`src/rtl/sysexc_pkg.sv`:
```
package sysexc_pkg;

    localparam int VEC_W  = 9;
    localparam int ADDR_W = 12;
    localparam int SYS_N  = 16;

    localparam int V_NMI   = 2;
    localparam int V_MEM   = 4;
    localparam int V_BUS   = 5;
    localparam int V_USAGE = 6;
    localparam int V_SVC   = 11;
    localparam int V_DEBUG = 12;
    localparam int V_DSR   = 14;
    localparam int V_TICK  = 15;

    localparam logic [SYS_N-1:0] SYS_IMPL =
        SYS_N'((1 << V_NMI) | (1 << V_MEM) | (1 << V_BUS) | (1 << V_USAGE) |
               (1 << V_SVC) | (1 << V_DEBUG) | (1 << V_DSR) | (1 << V_TICK));

    localparam logic [ADDR_W-1:0] OFF_LINES = 12'h004;
    localparam logic [ADDR_W-1:0] OFF_CTLST = 12'hD04;
    localparam logic [ADDR_W-1:0] OFF_VBASE = 12'hD08;
    localparam logic [ADDR_W-1:0] OFF_RSTC  = 12'hD0C;
    localparam logic [ADDR_W-1:0] OFF_HSTAT = 12'hD24;
    localparam logic [ADDR_W-1:0] OFF_TRIG  = 12'hF00;

    localparam logic [15:0] RST_WR_KEY = 16'h05FA;
    localparam logic [15:0] RST_RD_KEY = 16'hFA05;

    typedef struct packed {
        logic lines;
        logic ctlst;
        logic vbase;
        logic rstc;
        logic hstat;
        logic trig;
    } sel_t;

    typedef struct packed {
        logic nmi_set;
        logic dsr_set;
        logic dsr_clr;
        logic tick_set;
        logic tick_clr;
    } ctl_cmd_t;

    function automatic sel_t decode(input logic [ADDR_W-1:0] a);
        sel_t s;
        s.lines = (a == OFF_LINES);
        s.ctlst = (a == OFF_CTLST);
        s.vbase = (a == OFF_VBASE);
        s.rstc  = (a == OFF_RSTC);
        s.hstat = (a == OFF_HSTAT);
        s.trig  = (a == OFF_TRIG);
        return s;
    endfunction

endpackage

```
`src/rtl/sysexc_sys.sv`:
```
module sysexc_sys
    import sysexc_pkg::*;
(
    input  logic                    clk,
    input  logic                    rst,
    input  ctl_cmd_t                cmd,
    input  logic                    fen_we,
    input  logic [2:0]              fen_wd,
    input  logic [SYS_N-1:0]        raise,
    input  logic                    ack_valid,
    input  logic [VEC_W-1:0]        ack_vec,
    output logic [SYS_N-1:0]        pend,
    output logic [2:0]              fen,
    output logic [SYS_N-1:0]        en
);

    logic [SYS_N-1:0] set_v;
    logic [SYS_N-1:0] clr_v;

    always_comb begin
        set_v = raise;
        set_v[V_NMI]  = set_v[V_NMI]  | cmd.nmi_set;
        set_v[V_DSR]  = set_v[V_DSR]  | cmd.dsr_set;
        set_v[V_TICK] = set_v[V_TICK] | cmd.tick_set;
        clr_v = '0;
        clr_v[V_DSR]  = cmd.dsr_clr;
        clr_v[V_TICK] = cmd.tick_clr;
        for (int i = 0; i < SYS_N; i++) begin
            if (ack_valid && ack_vec == VEC_W'(i)) clr_v[i] = 1'b1;
        end
    end

    // set wins over clear in the same cycle
    always_ff @(posedge clk) begin
        if (rst) begin
            pend <= '0;
            fen  <= '0;
        end else begin
            pend <= (set_v | (pend & ~clr_v)) & SYS_IMPL;
            if (fen_we) fen <= fen_wd;
        end
    end

    always_comb begin
        en = SYS_IMPL;
        en[V_MEM]   = fen[0];
        en[V_BUS]   = fen[1];
        en[V_USAGE] = fen[2];
    end

endmodule

```
`src/rtl/sysexc_ext.sv`:
```
module sysexc_ext
    import sysexc_pkg::*;
#(
    parameter int NIRQ = 64
) (
    input  logic                clk,
    input  logic                rst,
    input  logic [NIRQ-1:0]     irq_in,
    input  logic                trig_we,
    input  logic [VEC_W-1:0]    trig_idx,
    input  logic                ack_valid,
    input  logic [VEC_W-1:0]    ack_vec,
    output logic [NIRQ-1:0]     pend
);

    logic [NIRQ-1:0] prev_q;

    always_ff @(posedge clk) begin
        if (rst) prev_q <= '0;
        else     prev_q <= irq_in;
    end

    for (genvar g = 0; g < NIRQ; g++) begin : g_line
        logic set_l;
        logic clr_l;
        assign set_l = (irq_in[g] & ~prev_q[g]) |
                       (trig_we && trig_idx == VEC_W'(g));
        assign clr_l = ack_valid && ack_vec == VEC_W'(SYS_N + g);
        always_ff @(posedge clk) begin
            if (rst)        pend[g] <= 1'b0;
            else if (set_l) pend[g] <= 1'b1;
            else if (clr_l) pend[g] <= 1'b0;
        end
    end

endmodule

```
`src/rtl/sysexc_rdmux.sv`:
```
module sysexc_rdmux
    import sysexc_pkg::*;
#(
    parameter int NIRQ = 64
) (
    input  sel_t                sel,
    input  logic [SYS_N-1:0]    sys_pend,
    input  logic [NIRQ-1:0]     ext_pend,
    input  logic [2:0]          fen,
    input  logic [SYS_N-1:0]    sys_active,
    input  logic                act_valid,
    input  logic [VEC_W-1:0]    act_vec,
    input  logic                nested,
    input  logic                hp_valid,
    input  logic [VEC_W-1:0]    hp_vec,
    input  logic [31:0]         vec_base,
    output logic [31:0]         word
);

    localparam logic [31:0] LINES_VAL = 32'(NIRQ / 32 - 1);

    logic [31:0] ctl_word;
    logic [31:0] hs_word;

    always_comb begin
        ctl_word        = '0;
        ctl_word[8:0]   = act_valid ? act_vec : '0;
        ctl_word[11]    = !act_valid || !nested;
        ctl_word[20:12] = hp_valid ? hp_vec : '0;
        ctl_word[22]    = |ext_pend;
        ctl_word[26]    = sys_pend[V_TICK];
        ctl_word[28]    = sys_pend[V_DSR];
        ctl_word[31]    = sys_pend[V_NMI];
    end

    always_comb begin
        hs_word        = '0;
        hs_word[0]     = sys_active[V_MEM];
        hs_word[1]     = sys_active[V_BUS];
        hs_word[3]     = sys_active[V_USAGE];
        hs_word[7]     = sys_active[V_SVC];
        hs_word[8]     = sys_active[V_DEBUG];
        hs_word[10]    = sys_active[V_DSR];
        hs_word[11]    = sys_active[V_TICK];
        hs_word[12]    = sys_pend[V_USAGE];
        hs_word[13]    = sys_pend[V_MEM];
        hs_word[14]    = sys_pend[V_BUS];
        hs_word[15]    = sys_pend[V_SVC];
        hs_word[18:16] = fen;
    end

    always_comb begin
        unique case (1'b1)
            sel.lines: word = LINES_VAL;
            sel.ctlst: word = ctl_word;
            sel.vbase: word = vec_base;
            sel.rstc:  word = {RST_RD_KEY, 16'h0000};
            sel.hstat: word = hs_word;
            default:   word = '0;
        endcase
    end

endmodule

```
`src/rtl/sysexc_regs.sv`:
```
module sysexc_regs
    import sysexc_pkg::*;
#(
    parameter int NIRQ = 64
) (
    input  logic                clk,
    input  logic                rst,
    input  logic                wr_en,
    input  logic                rd_en,
    input  logic [11:0]         addr,
    input  logic [31:0]         wdata,
    output logic [31:0]         rdata,
    input  logic [NIRQ-1:0]     irq_in,
    input  logic [15:0]         sys_raise,
    input  logic                ack_valid,
    input  logic [8:0]          ack_vec,
    input  logic                act_valid,
    input  logic [8:0]          act_vec,
    input  logic                nested,
    input  logic [15:0]         sys_active,
    input  logic                hp_valid,
    input  logic [8:0]          hp_vec,
    output logic [15:0]         sys_pend,
    output logic [NIRQ-1:0]     ext_pend,
    output logic [15:0]         sys_en,
    output logic [31:0]         vec_base,
    output logic                rst_req,
    output logic                vclr_req
);

    localparam logic [31:0] VBASE_MASK = 32'hFFFF_FF80;

    sel_t     rsel;
    sel_t     wsel;
    ctl_cmd_t cmd;
    logic [2:0]  fen;
    logic [31:0] rd_word;
    logic        key_ok;

    assign rsel = decode(addr);
    assign wsel = wr_en ? rsel : '0;

    assign cmd.nmi_set  = wsel.ctlst & wdata[31];
    assign cmd.dsr_set  = wsel.ctlst & wdata[28];
    assign cmd.dsr_clr  = wsel.ctlst & wdata[27];
    assign cmd.tick_set = wsel.ctlst & wdata[26];
    assign cmd.tick_clr = wsel.ctlst & wdata[25];

    assign key_ok = wsel.rstc && (wdata[31:16] == RST_WR_KEY);

    sysexc_sys u_sys (
        .clk       (clk),
        .rst       (rst),
        .cmd       (cmd),
        .fen_we    (wsel.hstat),
        .fen_wd    (wdata[18:16]),
        .raise     (sys_raise),
        .ack_valid (ack_valid),
        .ack_vec   (ack_vec),
        .pend      (sys_pend),
        .fen       (fen),
        .en        (sys_en)
    );

    sysexc_ext #(.NIRQ(NIRQ)) u_ext (
        .clk       (clk),
        .rst       (rst),
        .irq_in    (irq_in),
        .trig_we   (wsel.trig),
        .trig_idx  (wdata[8:0]),
        .ack_valid (ack_valid),
        .ack_vec   (ack_vec),
        .pend      (ext_pend)
    );

    sysexc_rdmux #(.NIRQ(NIRQ)) u_rd (
        .sel        (rsel),
        .sys_pend   (sys_pend),
        .ext_pend   (ext_pend),
        .fen        (fen),
        .sys_active (sys_active),
        .act_valid  (act_valid),
        .act_vec    (act_vec),
        .nested     (nested),
        .hp_valid   (hp_valid),
        .hp_vec     (hp_vec),
        .vec_base   (vec_base),
        .word       (rd_word)
    );

    always_ff @(posedge clk) begin
        if (rst) begin
            vec_base <= '0;
            rst_req  <= 1'b0;
            vclr_req <= 1'b0;
            rdata    <= '0;
        end else begin
            if (wsel.vbase) vec_base <= wdata & VBASE_MASK;
            rst_req  <= key_ok & wdata[2];
            vclr_req <= key_ok & wdata[1];
            if (rd_en) rdata <= rd_word;
        end
    end

endmodule

```
`config.mk`:
```
export PLATFORM = sky130hd
export DESIGN_NAME = sysexc_regs
export DESIGN_NICKNAME = d
export VERILOG_FILES = /design/src/rtl/sysexc_pkg.sv /design/src/rtl/sysexc_sys.sv /design/src/rtl/sysexc_ext.sv /design/src/rtl/sysexc_rdmux.sv /design/src/rtl/sysexc_regs.sv
export SDC_FILE = /design/constraint.sdc
export NUM_CORES = 1
export LEC_CHECK = 0
export BUFFER_PORTS_ARGS = -buffer_cell sky130_fd_sc_hd__buf_2
export CORE_MARGIN = 5
export CORE_UTILIZATION = 50
export DETAILED_ROUTE_END_ITERATION = 8
export PLACE_DENSITY = 0.89
export SYNTH_ARGS = -nofsm -noshare
export SYNTH_HDL_FRONTEND = slang
export SYNTH_SLANG_ARGS = --single-unit
```
`constraint.sdc`:
```
create_clock -name clk -period 2.8 [get_ports clk]
set_clock_uncertainty 0.1 [all_clocks]
set_input_delay 0.28 -clock clk [delete_from_list [all_inputs] [get_ports clk]]
set_output_delay 0.28 -clock clk [all_outputs]
set_load 0.1 [all_outputs]
```
==> run metrics, run 1 <==
Post-DP Area 10400 µm²; Area contributors post-synth dfxtp_1 45%, a21oi_1 10%, nor2b_1 8.7%; Die Width approximately 140 µm; Ys Warns 0; Tcrit/Tclk final 0.792; # diodes 0; vias in the first global route 9435; area of the multi-input gates 4360 µm²; failing checks design-rule violations; Synth area leader dfxtp_1; Final Hold Viols 0; Synth top cells by count 198 x dfxtp_1, 180 x a21oi_1, 130 x nand3_1; TritonRoute pass-1 iters 8; worst-path maximum fanout 3; reg2reg setup slack 580 ps; MaxCap Viol Count 0; Root Buffer clkbuf_16; Max Slew Vio Count 0; Hold Startpoint irq_in[39]; Die Y roughly 140 µm; FFs w/ async S/R, synth 0; Area growth syn-to-layout 34.3%; GRT overflow 0; P per Cell Area 598 nW/µm²; fmax ~450 MHz; RSZ-0062 raised after global routing no; CTS H-tree lvls 4; hold_buf cts 75; largest net degree at the start of global routing between 100 and 150; FF-to-FF End rdata[22]$_SDFFE_PP0P_; post-cts repair resize count 0; most frequent CP cell nor4_1; Post-Syn Instances 1042; DP Wirelength 23400 µm; Finished Cell Area 11800 µm²; ys flop type dfxtp_1; crit-path cells nor4_1, nand4_1, nor4_1, o22ai_1; Critical Path Source Type flop; layout cells sized above 1 0.277; worst-skew pair later-pin latency 440 ps; remaining max-slew budget at the tightest pin 0.519; Worst R2R Start u_ext.pend[31]$_SDFFE_PP0P_; min-delay worst type in -> reg; critical path data required time 3000 ps; Antenna Nets Post-Route 0; Worst path max stage delay 640 ps; FF+latch area between 3000 and 4000 µm²; residual DRC count 2; most frequent cell after synthesis dfxtp_1; EDFF count, synth 0; first-pass GRT wire length 50300 µm; full die area between 20000 and 25000 µm²; detailed-route wire length per cell 20.8 µm; sequential share of the synthesized area 0.453; routed via count 9860; worst setup path class reg -> reg; Worst Setup End Kind flop; hold path cells 2; Setup Buffers After CTS 0; Core Area 17200 µm²; post-layout min period 2220 ps; final net count between 1500 and 2000; Clock Sinks roughly 200; Pleak 4.80 nW; status finished, violations left; arrival time worst endpoint 2410 ps; Via density 6.04; CTS buffer count 17; maximum clock path buffer count 2; num rows 48; Hold EP u_ext.prev_q[39]$_SDFF_PP0_; total power around 7.0 mW; post-synth top area share 0.453; initial drt markers 1174; CP max-delay cell nor4_1; I/O pin count 337; Layout fillers approximately 1300; setup TNS 0 ps; Mapped Area 8760 µm²; worst slew pin tran 718 ps; Max VDD drop about 0.58 mV; Port-buffer cells 291; Initial Util 0.508; GR Util All Layers 0.315; RD Place Congestion 0.927; final core utilization 0.682; Clk pin slew, worst setup/hold paths ~80 ps; Yosys reg bits between 150 and 200; post-synth cell types 58; final setup fails 0; initial antenna violation count 2; Reg2Reg Depth 4; syn avg cell area approximately 8.4 µm²; drt total wl approximately 34000 µm; CTS tree built
final cells by class:
class	count	area share
Sequential cell	198	0.337
Multi-Input combinational cell	757	0.371
Timing Repair Buffer	399	0.212
Clock inverter	15	0.0131
Tap cell	225	0.0239
Inverter	22	0.00702
Clock buffer	17	0.0362
power breakdown:
group	internal [mW]	switching (mW)	total (mW)	leakage, nW
clock	1.19	1.23	2.42	0.272
combinational	0.371	1.19	1.56	2.89
sequential	2.95	0.108	3.06	1.64
total	4.51	2.52	7.03	4.80
metrics by stage:
step | setup slack [ps] | std cells | hold slack (ps)
6_report | 584 | 1633 | 1.30
5_1_grt | 609 | 1633 | 4.01
3_3_place_gp | 476 | 1525 | 335
2_1_floorplan | 886 | 1068 | 297
3_5_place_dp | 369 | 1525 | 343
4_1_cts | 737 | 1632 | 0.569
cells by family after synthesis:
group / share of synthesized area
other cells: 0.000858
flops: 0.453
compound gates: 0.173
simple gates: 0.309
buf+inv: 0.0637
registers in the layout, indices dropped and copies added (netlist names):
register	cells
rst_req	1
u_sys.pend	8
vec_base	25
vclr_req	1
u_sys.fen	3
rdata	32
u_ext.pend	64
u_ext.prev_q	64
worst max path at each step:
| stage | cells past startpoint | from | end | slack [ps] |
|---|---|---|---|---|
| 2_1_floorplan | 5 | addr[3] | rdata[16]$_SDFFE_PP0P_ | 890 |
| 3_3_place_gp | 5 | addr[2] | rdata[16]$_SDFFE_PP0P_ | 480 |
| 3_5_place_dp | 5 | addr[2] | rdata[16]$_SDFFE_PP0P_ | 370 |
| 4_1_cts | 6 | wdata[29] | vclr_req$_SDFF_PP0_ | 740 |
| 5_1_grt | 4 | u_ext.pend[31]$_SDFFE_PP0P_ | rdata[22]$_SDFFE_PP0P_ | 610 |
| 6_report | 4 | u_ext.pend[31]$_SDFFE_PP0P_ | rdata[22]$_SDFFE_PP0P_ | 580 |
cells in the final DEF, fill, tap and decap left out, drive strengths merged, types with 6 or more instances in the layout:
| cell | count |
|---|---|
| a21oi | 180 |
| a221oi | 12 |
| a22o | 18 |
| and2 | 6 |
| buf | 323 |
| clkbuf | 17 |
| conb | 28 |
| dfxtp | 198 |
| dlygate4sd3 | 76 |
| inv | 30 |
| nand2 | 95 |
| nand2b | 6 |
| nand3 | 130 |
| nand4 | 14 |
| nor2 | 25 |
| nor2b | 122 |
| nor3 | 15 |
| nor4 | 28 |
| nor4b | 9 |
| o21ai | 10 |
layer usage:
metal | routed length (µm) | part of all wire | global-route usage
met1 | 12200 | 0.36 | 0.382
met2 | 16000 | 0.47 | 0.514
met3 | 4000 | 0.12 | 0.0874
met4 | 1800 | 0.053 | 0.159
met5 | 25 | 0.00074 | 0
critical path, delay by kind of cell, from the launching register on:
family,cells,cell delay [ps]
AOI/OAI and AO/OA,1,150
DFF,1,330
and+or+nand+nor,3,1490
No activity file was read; power rests on OpenSTA's default activity.
==> inputs of run 2 (changes only) <==
--- a/config.mk
+++ b/config.mk
@@ -5,11 +5,12 @@
 export SDC_FILE = /design/constraint.sdc
 export NUM_CORES = 1
 export LEC_CHECK = 0
+export ABC_AREA = 1
 export BUFFER_PORTS_ARGS = -buffer_cell sky130_fd_sc_hd__buf_2
 export CORE_MARGIN = 5
-export CORE_UTILIZATION = 50
+export CORE_UTILIZATION = 45
 export DETAILED_ROUTE_END_ITERATION = 8
-export PLACE_DENSITY = 0.89
+export PLACE_DENSITY = 0.85
 export SYNTH_ARGS = -nofsm -noshare
 export SYNTH_HDL_FRONTEND = slang
 export SYNTH_SLANG_ARGS = --single-unit
==> constraint.sdc (replaced) <==
create_clock -name clk -period 2 [get_ports clk]
set_clock_uncertainty 0.1 [all_clocks]
set_input_delay 0.2 -clock clk [delete_from_list [all_inputs] [get_ports clk]]
set_output_delay 0.2 -clock clk [all_outputs]
set_load 0.1 [all_outputs]
==> run metrics, run 2 <==
status complete, no violations (was finished, violations left); initial drt markers 924 (was 1174); most frequent cell after synthesis dfxtp_1 (unchanged); Area contributors post-synth dfxtp_1 45%, nor2_1 7.9%, nand2_1 7.7% (was dfxtp_1 45%, a21oi_1 10%, nor2b_1 8.7%); Port-buffer cells 291 (unchanged); GR Util met2 0.525 (was 0.514); Yosys reg bits 198 (unchanged); setup TNS 0 ps (unchanged); min-delay worst type in -> reg (unchanged); Root Buffer clkbuf_16 (unchanged); Initial Util 0.455 (was 0.508); maximum clock path buffer count 2 (unchanged); initial antenna violation count 3 (was 2); Regs by FF count u_ext.pend: 64 flops, u_ext.prev_q: 64 flops, rdata: 32 flops (unchanged); worst setup path class in -> reg (was reg -> reg); Max Slew Vio Count 0 (unchanged); NetSw 3.39 mW (was 2.52 mW); CTS H-tree lvls 4 (unchanged); post-synth cell types 32 (was 58); internal power 6.62 mW (was 4.51 mW); I/O pin count 337 (unchanged); post-layout min period 1840 ps; clock power share 0.358 (was 0.344); remaining max-slew budget at the tightest pin 0.386 (was 0.519); combinational share of power 0.219 (was 0.221); post-synthesis mux area share 0 (unchanged); Setup Buffers After CTS 0 (unchanged); GRT Max-Usage Layer met2 (unchanged); EDFF count, synth 0 (unchanged); ys flop type dfxtp_1 (unchanged); Post-DP Area 10500 µm² (was 10400 µm²); Antenna Nets Post-Route 0 (unchanged); post-synth top area share 0.449 (was 0.453); GR Util All Layers 0.299 (was 0.315); DP Wirelength 24900 µm (was 23400 µm); most frequent cells in the layout 290 x buf_2, 198 x dfxtp_1, 186 x nor2_1, 180 x nand2_1, 163 x inv_1 (was 290 x buf_2, 198 x dfxtp_1, 180 x a21oi_1, 130 x nand3_1, 122 x nor2b_1); largest net degree at the start of global routing 161 (was 138); Final Hold Viols 0 (unchanged); fmax approximately 540 MHz; Tcrit/Tclk final 0.919; Die Y 150 µm (was 142 µm); critical path data required time 2280 ps (was 3000 ps); leading cell type in the layout, fill and taps excluded buf_2 (unchanged); largest family of logic cells by synthesized area simple AND/OR/NAND/NOR gates (unchanged); syn avg cell area 7.06 µm² (was 8.40 µm²); first-pass GRT wire length 52100 µm (was 50300 µm); final worst slack 161 ps (was 584 ps); Core Area 19400 µm² (was 17200 µm²); RD Place Congestion 0.991 (was 0.927); MaxCap Viol Count 0 (unchanged); Synth area leader dfxtp_1 (unchanged); final net count 1811 (was 1570); Simple-Gate Fraction of Synth Area 0.267 (was 0.309); GRT met3 Usage 0.0741 (was 0.0874); drt total wl 34900 µm (was 34000 µm); final setup fails 0 (unchanged); worst-path maximum fanout 4 (was 3); Clock Sinks 198 (unchanged); post-synthesis adder-cell area fraction 0 (unchanged); Global Route met1 Usage 0.324 (was 0.382); FFs w/ async S/R, synth 0 (unchanged); TritonRoute pass-1 iters 6 (was 8); Seq pwr share 0.423 (was 0.435); P per Cell Area 824 nW/µm² (was 598 nW/µm²); hold_ws 18.6 ps (was 1.30 ps); worst-skew pair later-pin latency 430 ps (was 440 ps); residual DRC count 0 (was 2); RSZ-0062 raised after global routing no (unchanged); Die Width 150 µm (was 142 µm); GRT overflow 0 (unchanged); layout cells sized above 1 0.232 (was 0.277); full die area 22500 µm² (was 20300 µm²); Via density 5.32 (was 6.04); Area growth syn-to-layout 37.5% (was 34.3%); dpl ws 116 ps (was 369 ps); Ys Warns 0 (unchanged); Critical Path Source Type primary input (was flop); sequential share of the synthesized area 0.449 (was 0.453); vias in the first global route 9813 (was 9435); Synth Area in Compound Gates 0.155 (was 0.173); xor/xnor cell area share of the yosys netlist 0 (unchanged); arrival time worst endpoint 2120 ps (was 2410 ps); CTS buffer count 17 (unchanged); Mapped Area 8830 µm² (was 8760 µm²); routed via count 10200 (was 9860); Worst Setup End Kind flop (unchanged); Pleak 6.03 nW (was 4.80 nW); CTS tree built (unchanged); Finished Cell Area 12100 µm² (was 11800 µm²); Clk pin slew, worst setup/hold paths 70 ps (was 80 ps); Synth top cells by count 198 x dfxtp_1, 186 x nor2_1, 181 x nand2_1 (was 198 x dfxtp_1, 180 x a21oi_1, 130 x nand3_1); detailed-route wire length per cell 18.2 µm (was 20.8 µm); switch share 0.339 (was 0.358); Post-Syn Instances 1251 (was 1042); Layout fillers 1688 (was 1286); num rows 51 (was 48); worst slew pin tran 920 ps (was 718 ps); Max VDD drop 0.616 mV (was 0.575 mV)
run 2: cell count changes in the layout (fill, tap and decap cells not counted), moves of 7 or more:
| cell | change |
|---|---|
| a22o_1 | -18 |
| a21oi_1 | -75 |
| nor2_1 | +162 |
| nand2_1 | +85 |
| nand3_1 | -22 |
| inv_1 | +141 |
| o211ai_1 | +20 |
| nor4_1 | -21 |
| nor2b_1 | -122 |
| nand4_1 | +14 |
| nor4b_2 | -7 |
| dlygate4sd3_1 | +26 |
| o21ai_0 | +105 |
run 2: final timing paths:
check        slack, ps                    endpoint  cells past startpoint                         from
min reg2reg        360      rdata[18]$_SDFFE_PP0P_                      2       rdata[18]$_SDFFE_PP0P_
min                 20   vec_base[26]$_SDFFE_PP0P_                      3                    wdata[26]
max                160  u_ext.pend[9]$_SDFFE_PP0P_                     10                     wdata[1]
max reg2reg        310      rdata[22]$_SDFFE_PP0P_                      8  u_ext.pend[43]$_SDFFE_PP0P_
run 2: worst max-delay path, cell delays in order:
cell and delay [ps]:
dlygate4sd3_1 540, buf_2 160, nor2_1 210, inv_1 90, nor3_1 370, buf_4 200, nand3_1 90, o211ai_1 110
nand2_1 80, inv_1 70
run 2: layer usage:
| layer | share of wire | vias to the layer above |
|---|---|---|
| met5 | 0.00066 | - |
| met4 | 0.060 | 4 |
| met3 | 0.099 | 146 |
| met2 | 0.49 | 651 |
| met1 | 0.35 | 4620 |
| li1 | - | 4763 |
run 2: through the flow:
| stage | cells | total power, mW | util |
|---|---|---|---|
| after floorplan | 1277 | 5.85 | - |
| after global placement | 1780 | 6.28 | 0.542 |
| after detailed placement | 1780 | 6.31 | 0.542 |
| after CTS | 1914 | 10.0 | 0.626 |
| after global routing | 1915 | 10.3 | 0.626 |
| final | 1915 | 10.0 | 0.626 |
run 2: cell type report:
| type | instances | area [µm²] | area share |
|---|---|---|---|
| clock inverters | 11 | 136 | 0.0112 |
| clock buffers | 21 | 470 | 0.0387 |
| multi-input cells | 823 | 3840 | 0.316 |
| repair buffers | 428 | 2770 | 0.228 |
| well taps | 265 | 332 | 0.0273 |
| flip-flops and latches | 198 | 3960 | 0.326 |
| inverters | 168 | 636 | 0.0523 |
| diodes | 1 | 2.50 | 0.000206 |
run 2: what timing repair did:
item,4_1_cts,5_1_grt
setup endpoints to repair,0,1
gates resized for setup,0,1
hold endpoints to repair,102,0
hold buffers,102,0
run 2: power by group through the flow:
stage | registers, mW | logic, mW | clock network, mW
6_report | 4.24 | 2.19 | 3.59
5_1_grt | 4.25 | 2.31 | 3.77
4_1_cts | 4.23 | 2.15 | 3.62
3_5_place_dp | 4.32 | 1.99 | 0
3_3_place_gp | 4.31 | 1.96 | 0
2_1_floorplan | 5.10 | 0.753 | 0
run 2: kinds of logic after synthesis:
kind of cell    count (synthesis)
compound gates                259
other cells                     2
simple gates                  536
buf+inv                       256
flops                         198
